[src/rtl/sfs_pkg.sv]
package sfs_pkg;
  typedef enum logic {
    KIND_DATA = 1'b0,
    KIND_CTL  = 1'b1
  } frame_kind_e;
endpackage

[src/rtl/sfs_sync.sv]
// Multi-stage synchronizer for one asynchronous level (STAGES >= 2).
module sfs_sync #(
  parameter int STAGES = 2
) (
  input  logic clk,
  input  logic rst_n,
  input  logic d,
  output logic q
);
  logic [STAGES-1:0] sh_q;

  always_ff @(posedge clk or negedge rst_n) begin
    if (!rst_n) sh_q <= '0;
    else        sh_q <= {sh_q[STAGES-2:0], d};
  end

  assign q = sh_q[STAGES-1];
endmodule

[src/rtl/sfs_rx.sv]
// Receive slot engine: counts the slot, assembles the word, schedules the forwarded sync.
module sfs_rx #(
  parameter int SLOT_W = 16
) (
  input  logic              clk,
  input  logic              rst_n,
  input  logic              bit_fall,
  input  logic              bit_rise,
  input  logic              fs_lvl,
  input  logic              sd_lvl,
  input  logic              fwd_en,
  output logic [SLOT_W-1:0] word,
  output logic              valid,
  output logic              err,
  output logic              fs_fwd
);
  localparam int CW = $clog2(SLOT_W + 1);
  localparam logic [CW-1:0] LAST = CW'(SLOT_W - 1);

  logic [SLOT_W-1:0] sh_q, sh_d, word_q, word_d;
  logic [CW-1:0]     cnt_q, cnt_d;
  logic              act_q, act_d, valid_q, valid_d, err_q, err_d;
  logic              pend_q, pend_d, fwd_q, fwd_d;

  always_comb begin
    sh_d    = sh_q;
    cnt_d   = cnt_q;
    act_d   = act_q;
    word_d  = word_q;
    valid_d = 1'b0;
    err_d   = 1'b0;
    pend_d  = pend_q;
    fwd_d   = fwd_q;
    if (bit_fall) begin
      if (fs_lvl) begin
        err_d = act_q;
        sh_d  = {sh_q[SLOT_W-2:0], sd_lvl};
        cnt_d = CW'(1);
        act_d = 1'b1;
      end else if (act_q) begin
        sh_d = {sh_q[SLOT_W-2:0], sd_lvl};
        if (cnt_q == LAST) begin
          word_d  = {sh_q[SLOT_W-2:0], sd_lvl};
          valid_d = 1'b1;
          act_d   = 1'b0;
          cnt_d   = '0;
          pend_d  = 1'b1;
        end else begin
          cnt_d = cnt_q + CW'(1);
        end
      end
    end
    if (bit_rise) begin
      fwd_d  = pend_q;
      pend_d = 1'b0;
    end
  end

  always_ff @(posedge clk or negedge rst_n) begin
    if (!rst_n) begin
      sh_q    <= '0;
      cnt_q   <= '0;
      act_q   <= 1'b0;
      word_q  <= '0;
      valid_q <= 1'b0;
      err_q   <= 1'b0;
      pend_q  <= 1'b0;
      fwd_q   <= 1'b0;
    end else begin
      sh_q    <= sh_d;
      cnt_q   <= cnt_d;
      act_q   <= act_d;
      word_q  <= word_d;
      valid_q <= valid_d;
      err_q   <= err_d;
      pend_q  <= pend_d;
      fwd_q   <= fwd_d;
    end
  end

  assign word   = word_q;
  assign valid  = valid_q;
  assign err    = err_q;
  assign fs_fwd = fwd_q & fwd_en;

  AST_VALID_PULSE: assert property (@(posedge clk) disable iff (!rst_n)
    valid_q |=> !valid_q);
  AST_ERR_ON_SYNC: assert property (@(posedge clk) disable iff (!rst_n)
    err_q |-> $past(bit_fall && fs_lvl));
  AST_FWD_AFTER_SLOT: assert property (@(posedge clk) disable iff (!rst_n)
    $rose(fwd_q) |-> (!act_q && $past(bit_rise)));
endmodule

[src/rtl/sfs_tx.sv]
// Transmit slot engine: loads on frame-sync rise, shifts on rising bit-clock edges.
module sfs_tx #(
  parameter int SLOT_W = 16
) (
  input  logic              clk,
  input  logic              rst_n,
  input  logic              bit_rise,
  input  logic              fs_rise,
  input  logic [SLOT_W-1:0] tx_word,
  output logic              sdo,
  output logic              oe
);
  localparam int CW = $clog2(SLOT_W);
  localparam logic [CW-1:0] LAST = CW'(SLOT_W - 1);

  logic [SLOT_W-1:0] sh_q, sh_d;
  logic [CW-1:0]     cnt_q, cnt_d;
  logic              oe_q, oe_d;

  always_comb begin
    sh_d  = sh_q;
    cnt_d = cnt_q;
    oe_d  = oe_q;
    if (fs_rise) begin
      sh_d  = tx_word;
      cnt_d = '0;
      oe_d  = 1'b1;
    end else if (bit_rise && oe_q) begin
      if (cnt_q == LAST) begin
        oe_d = 1'b0;
      end else begin
        sh_d  = {sh_q[SLOT_W-2:0], 1'b0};
        cnt_d = cnt_q + CW'(1);
      end
    end
  end

  always_ff @(posedge clk or negedge rst_n) begin
    if (!rst_n) begin
      sh_q  <= '0;
      cnt_q <= '0;
      oe_q  <= 1'b0;
    end else begin
      sh_q  <= sh_d;
      cnt_q <= cnt_d;
      oe_q  <= oe_d;
    end
  end

  assign sdo = oe_q & sh_q[SLOT_W-1];
  assign oe  = oe_q;

  AST_TX_SPAN: assert property (@(posedge clk) disable iff (!rst_n)
    $fell(oe_q) |-> ($past(cnt_q) == LAST));
endmodule

[src/rtl/sfs_kind.sv]
// Frame classifier: data versus control by slot position, enable sequencing, software request.
module sfs_kind
  import sfs_pkg::*;
#(
  parameter int POS_W = 9
) (
  input  logic             clk,
  input  logic             rst_n,
  input  logic             bit_fall,
  input  logic             fs_lvl,
  input  logic             fwd_en,
  input  logic             ctl_quarter,
  input  logic [POS_W-1:0] frame_bits,
  input  logic             sw_req,
  output frame_kind_e      kind
);
  localparam logic [POS_W-1:0] POS_MAX = '1;

  logic [POS_W-1:0] pos_q, pos_d, ctl_pos;
  logic             en_q, first_q, first_d, pend_q, pend_d, start;
  frame_kind_e      kind_q, kind_d;

  assign ctl_pos = ctl_quarter ? (frame_bits >> 2) : (frame_bits >> 1);
  assign start   = bit_fall & fs_lvl;

  always_comb begin
    pos_d   = pos_q;
    first_d = first_q;
    pend_d  = pend_q;
    kind_d  = kind_q;
    if (bit_fall && pos_q != POS_MAX) pos_d = pos_q + POS_W'(1);
    if (start) begin
      if (first_q) begin
        kind_d  = KIND_DATA;
        first_d = 1'b0;
      end else if (pos_q == ctl_pos) begin
        kind_d = KIND_CTL;
      end else if (pend_q && !fwd_en) begin
        kind_d = KIND_CTL;
        pend_d = 1'b0;
      end else begin
        kind_d = KIND_DATA;
      end
      if (kind_d == KIND_DATA) pos_d = POS_W'(1);
    end
    if (fwd_en)      pend_d  = 1'b0;
    else if (sw_req) pend_d  = 1'b1;
    if (fwd_en && !en_q) first_d = 1'b1;
  end

  always_ff @(posedge clk or negedge rst_n) begin
    if (!rst_n) begin
      pos_q   <= '0;
      en_q    <= 1'b0;
      first_q <= 1'b0;
      pend_q  <= 1'b0;
      kind_q  <= KIND_DATA;
    end else begin
      pos_q   <= pos_d;
      en_q    <= fwd_en;
      first_q <= first_d;
      pend_q  <= pend_d;
      kind_q  <= kind_d;
    end
  end

  assign kind = kind_q;

  AST_FIRST_IS_DATA: assert property (@(posedge clk) disable iff (!rst_n)
    (start && first_q) |=> (kind_q == KIND_DATA));
  AST_CTL_AT_POS: assert property (@(posedge clk) disable iff (!rst_n)
    (start && !first_q && pos_q == ctl_pos) |=> (kind_q == KIND_CTL));
  AST_SW_DROPPED: assert property (@(posedge clk) disable iff (!rst_n)
    (start && fwd_en && !first_q && pos_q != ctl_pos) |=> (kind_q == KIND_DATA));
endmodule

[src/rtl/sfs_slot_port.sv]
module sfs_slot_port
  import sfs_pkg::*;
#(
  parameter int SLOT_W      = 16,
  parameter int SYNC_STAGES = 2,
  parameter int POS_W       = 9
) (
  input  logic              clk,
  input  logic              rst_n,
  input  logic              sclk,
  input  logic              fs_in,
  input  logic              sdi,
  input  logic              fwd_en,
  input  logic              ctl_quarter,
  input  logic [POS_W-1:0]  frame_bits,
  input  logic              sw_ctl_req,
  input  logic [SLOT_W-1:0] tx_word,
  output logic              sdo,
  output logic              sdo_oe,
  output logic              fs_out,
  output logic [SLOT_W-1:0] rx_word,
  output logic              rx_valid,
  output logic              rx_ctl,
  output logic              frame_err
);
  localparam int N_SYNC = 3;

  logic [1:0]        rst_sh_q;
  logic              rst_ni;
  logic [N_SYNC-1:0] raw_v, lvl_v;
  logic              sclk_q, fs_q;
  logic              bit_rise, bit_fall, fs_rise;
  frame_kind_e       kind;

  // Reset: asserted asynchronously, released on the clock.
  always_ff @(posedge clk or negedge rst_n) begin
    if (!rst_n) rst_sh_q <= '0;
    else        rst_sh_q <= {rst_sh_q[0], 1'b1};
  end
  assign rst_ni = rst_sh_q[1];

  assign raw_v = {sdi, fs_in, sclk};
  for (genvar g = 0; g < N_SYNC; g++) begin : g_sync
    sfs_sync #(.STAGES(SYNC_STAGES)) u_sync (
      .clk  (clk),
      .rst_n(rst_ni),
      .d    (raw_v[g]),
      .q    (lvl_v[g])
    );
  end

  always_ff @(posedge clk or negedge rst_ni) begin
    if (!rst_ni) begin
      sclk_q <= 1'b0;
      fs_q   <= 1'b0;
    end else begin
      sclk_q <= lvl_v[0];
      fs_q   <= lvl_v[1];
    end
  end

  assign bit_rise = lvl_v[0] & ~sclk_q;
  assign bit_fall = ~lvl_v[0] & sclk_q;
  assign fs_rise  = lvl_v[1] & ~fs_q;

  sfs_rx #(.SLOT_W(SLOT_W)) u_rx (
    .clk     (clk),
    .rst_n   (rst_ni),
    .bit_fall(bit_fall),
    .bit_rise(bit_rise),
    .fs_lvl  (lvl_v[1]),
    .sd_lvl  (lvl_v[2]),
    .fwd_en  (fwd_en),
    .word    (rx_word),
    .valid   (rx_valid),
    .err     (frame_err),
    .fs_fwd  (fs_out)
  );

  sfs_tx #(.SLOT_W(SLOT_W)) u_tx (
    .clk     (clk),
    .rst_n   (rst_ni),
    .bit_rise(bit_rise),
    .fs_rise (fs_rise),
    .tx_word (tx_word),
    .sdo     (sdo),
    .oe      (sdo_oe)
  );

  sfs_kind #(.POS_W(POS_W)) u_kind (
    .clk        (clk),
    .rst_n      (rst_ni),
    .bit_fall   (bit_fall),
    .fs_lvl     (lvl_v[1]),
    .fwd_en     (fwd_en),
    .ctl_quarter(ctl_quarter),
    .frame_bits (frame_bits),
    .sw_req     (sw_ctl_req),
    .kind       (kind)
  );

  assign rx_ctl = rx_valid & (kind == KIND_CTL);

  AST_FWD_GATED: assert property (@(posedge clk) disable iff (!rst_n)
    !fwd_en |-> !fs_out);
  AST_SDO_QUIET: assert property (@(posedge clk) disable iff (!rst_n)
    !sdo_oe |-> !sdo);
endmodule

[config.mk]
export PLATFORM = sky130hd
export DESIGN_NAME = sfs_slot_port
export DESIGN_NICKNAME = d
export VERILOG_FILES = /design/src/rtl/sfs_pkg.sv /design/src/rtl/sfs_sync.sv /design/src/rtl/sfs_rx.sv /design/src/rtl/sfs_tx.sv /design/src/rtl/sfs_kind.sv /design/src/rtl/sfs_slot_port.sv
export SDC_FILE = /design/constraint.sdc
export NUM_CORES = 1
export LEC_CHECK = 0
export ABC_CLOCK_PERIOD_IN_PS = 2600
export CAP_MARGIN = 25
export CELL_PAD_IN_SITES_DETAIL_PLACEMENT = 1
export CELL_PAD_IN_SITES_GLOBAL_PLACEMENT = 1
export CORE_UTILIZATION = 39
export CTS_BUF_LIST = sky130_fd_sc_hd__clkbuf_16
export DETAILED_ROUTE_END_ITERATION = 6
export PLACE_DENSITY = 0.83
export SLEW_MARGIN = 20
export SYNTH_ARGS = -nofsm -noshare
export SYNTH_HDL_FRONTEND = slang
export SYNTH_SLANG_ARGS = --single-unit
[constraint.sdc]
create_clock -name clk -period 2.6 [get_ports clk]
set_input_delay 0.52 -clock clk [delete_from_list [all_inputs] [get_ports clk]]
set_output_delay 0.52 -clock clk [all_outputs]
set_load 0.02 [all_outputs]
==> results_dict.tcl, run 1 <==
set metrics [dict create \
    place_hpwl_um 5230 \
    synth_fp_nets 346 \
    synth_edf_count 0 \
    ys.warnings.count 0 \
    wl_per_cell_um 15.8 \
    cts_tree "built" \
    area_growth_pct 25.6 \
    period_needed_ns 2.35 \
    fmax_mhz 425 \
    totalPowerFinal_w 0.00328 \
    drive_above_1_share_pct 16.4 \
    grt_use_total_pct 16.6 \
    grt_use_met1_pct 19.9 \
    netlist_instances 307 \
    clkLatencyLatePin_ns 0.33 \
    antenna_cells 0 \
    top_usage_layer "met2" \
    synth-adder-area-share_pct 2.04 \
    drtAntennaViolNets 0 \
    ys.flop_type "dfrtp_1" \
    io_pins 55 \
    grt_pass1_vias 2663 \
    die_w_um 99.2 \
    avgSynthCellArea_um2 12.0 \
    port-buffer-count 53 \
    startpoint_type "input port" \
    synth_top_cell_by_area "dfrtp_1" \
    core_area_um2 9200 \
    critPathRequiredTime_ns 2.08 \
    synth_area_leaders "dfrtp_1, mux2_2, mux2i_1" \
    worstSetupPathType "input port to output port" \
    via_per_inst 5.21 \
    nets 405 \
    fin_crit_sh_pct 90.6 \
    floorplan.initialDensity_pct 40.1 \
    fp.dieH_um 99.2 \
    hp-class "flip-flop to asynchronous set/reset pin" \
    grtUsageMet3_pct 3.72 \
    ir_drop_mv 0.379 \
    async_reset_ff_share_pct 100 \
    cts_root_buf "clkbuf_16" \
    place_ws_ns 0.0904 \
    drt-pass1-iter-count 4 \
    final.setup_skew_ns 0.00638 \
    dpl.cell_count 466 \
    routed_wirelength_um 7630 \
    worst_ep_arrival_time_ns 1.83 \
    via_count 2512 \
    setup_viol 0 \
    grt_max_degree 43 \
    synth-seq-area-share_pct 57.7 \
    synthXorXnorAreaFrac_pct 4.04 \
    status "finished clean" \
    final_cells 482 \
    drv_slew 0 \
    tightest_slew_ns 0.851 \
    hold_buffers 0 \
    drtIter0Drc 108 \
    leakagePower_nw 2.07 \
    ys_ff_latch 85 \
    drv_cap 0 \
    syn_area_um2 3690 \
    design.die.area_um2 9850 \
    cts-resized-gates 0 \
    clk_pin_slew_ns 0.06 \
    htreeDepth 3 \
    synth_compound_area_share_pct 7.19 \
    rows 35 \
    yosysUniqueCellTypes 38 \
    synth_top_family_by_area "multiplexers" \
    synth_common_cells "dfrtp_1, nand2_1, mux2_2, mux2i_1, o21ai_0" \
    hold_viol_final 0 \
    cts_buffers 9 \
    relSlewSlack_pct 43.3 \
    tns_ns 0 \
    n_fill_cell 973 \
    gp_congestion 0.754 \
    rsz0062_at_grt "false" \
    grt_use_met2_pct 29.0 \
    cts_setup_buffers 0 \
    muxShareOfSynthArea_pct 16.0 \
    synth_top_area_share_pct 57.7 \
    grt_pass1_wl_um 12600 \
    overflow 0 \
    cp-end-kind "output port" \
    antenna_found_initial 0 \
    synth-simple-area-share_pct 10.5 \
    p_per_area_nw_per_um2 708 \
    cts_buffer_depth 2 \
    post-synth-top-count-cell "dfrtp_1" \
    drc_errors 0 \
    final.setup.worst_slack_ns 0.245 \
    path_max_fanout 4 \
    cts_sinks 85 \
]
==> path summary, 6_finish.rpt <==
check                                                end  cells after the start  slack, ns             from
worst max-delay path                              fs_out                      3       0.25           fwd_en
worst min register to register  g_sync[1].u_sync.sh_q[0]                      0       0.31      rst_sh_q[1]
min in group clk                             rst_sh_q[1]                      0       0.35      rst_sh_q[0]
worst max register to register           u_kind.pos_q[4]                      9       0.40  u_kind.pos_q[0]
worst min-delay path            g_sync[1].u_sync.sh_q[0]                      0       0.31      rst_sh_q[1]
max in group asynchronous                  u_tx.cnt_q[3]                      1       1.59      rst_sh_q[1]
==> cell usage in the layout, fill, tap and decap left out, drive strengths merged, types with 2 or more instances in the layout <==
| cell type | netlist | routed |
|---|---|---|
| and2 | 4 | 4 |
| ha | 6 | 6 |
| clkinv | 0 | 3 |
| dfrtp | 85 | 85 |
| nand4 | 7 | 7 |
| nand2b | 3 | 3 |
| nand2 | 40 | 40 |
| inv | 4 | 6 |
| and3 | 4 | 4 |
| xor2 | 4 | 4 |
| o21ai | 23 | 23 |
| a21o | 3 | 3 |
| nor2 | 8 | 8 |
| a21oi | 14 | 14 |
| nor2b | 3 | 3 |
| nand3 | 2 | 2 |
| mux2i | 23 | 23 |
| clkdlybuf4s50 | 0 | 53 |
| clkinvlp | 0 | 2 |
| xnor2 | 13 | 13 |
| nor3 | 3 | 3 |
| clkbuf | 5 | 9 |
| mux2 | 32 | 32 |
| buf | 8 | 8 |
==> worst max-delay path, stage by stage <==
cell and delay [ns]:
clkdlybuf4s50_1 0.54, and2_1 0.15, clkdlybuf4s50_1 0.62
==> state kept, by name (all words and copies together) (netlist names), 2 cells and up <==
signal and count:
u_rx.word 16, u_tx.sh_q 16, u_tx.cnt_q 4, rst_sh_q 2, u_rx.sh_q 15, u_kind.pos_q 9, u_rx.cnt_q 5, g_sync.u_sync.sh_q 6
==> report_power, final <==
group          switching [W]  leakage (nW)  internal, W
Sequential          0.000172          1.09      0.00151
Combinational       0.000177         0.852     0.000240
Clock               0.000528         0.130     0.000650
Total               0.000877          2.07      0.00240
==> final cells by class <==
cell class | count | area (um^2) | area share, %
clock buffer | 9 | 225 | 4.86
clock inverter | 7 | 50.0 | 1.08
inverter | 4 | 15.0 | 0.324
multi-input combinational | 205 | 1480 | 32.0
sequential | 85 | 2130 | 46.0
tap | 111 | 139 | 3.00
timing repair buffer | 61 | 591 | 12.8
==> routing by layer <==
layer | up-vias | part of all wire [%]
met1 | 1292 | 43
li1 | 1180 | -
met4 | 0 | 1.2
met3 | 9 | 3.0
met5 | - | 0
met2 | 31 | 53
==> cell families after synthesis <==
kind of cell             count (synthesis)
other                                    1
adder cells (fa/ha/maj)                  6
flip-flops                              85
AO/OA/AOI/OAI                           47
XOR/XNOR                                17
buffers and inverters                   17
AND/OR/NAND/NOR                         79
multiplexers                            55
==> metrics by stage <==
step                area [um^2]  hold WS (ns)  util (%)
floorplan                  3690         0.224         -
global placement           4360         0.332      47.4
detailed placement         4360         0.338      47.4
CTS                        4630         0.341      50.4
global route               4630         0.345      50.4
finish                     4630         0.314      50.4
Note: power is estimated with default switching activity, not from simulation.
==> run 2: changes to the inputs <==
--- a/config.mk
+++ b/config.mk
@@ -12,6 +12,7 @@
 export CORE_UTILIZATION = 39
 export CTS_BUF_LIST = sky130_fd_sc_hd__clkbuf_16
 export DETAILED_ROUTE_END_ITERATION = 6
+export HOLD_SLACK_MARGIN = 0.05
 export PLACE_DENSITY = 0.83
 export SLEW_MARGIN = 20
 export SYNTH_ARGS = -nofsm -noshare
==> results of run 2 <==
No change in the layout: final DEF, timing and power equal those of run 1.
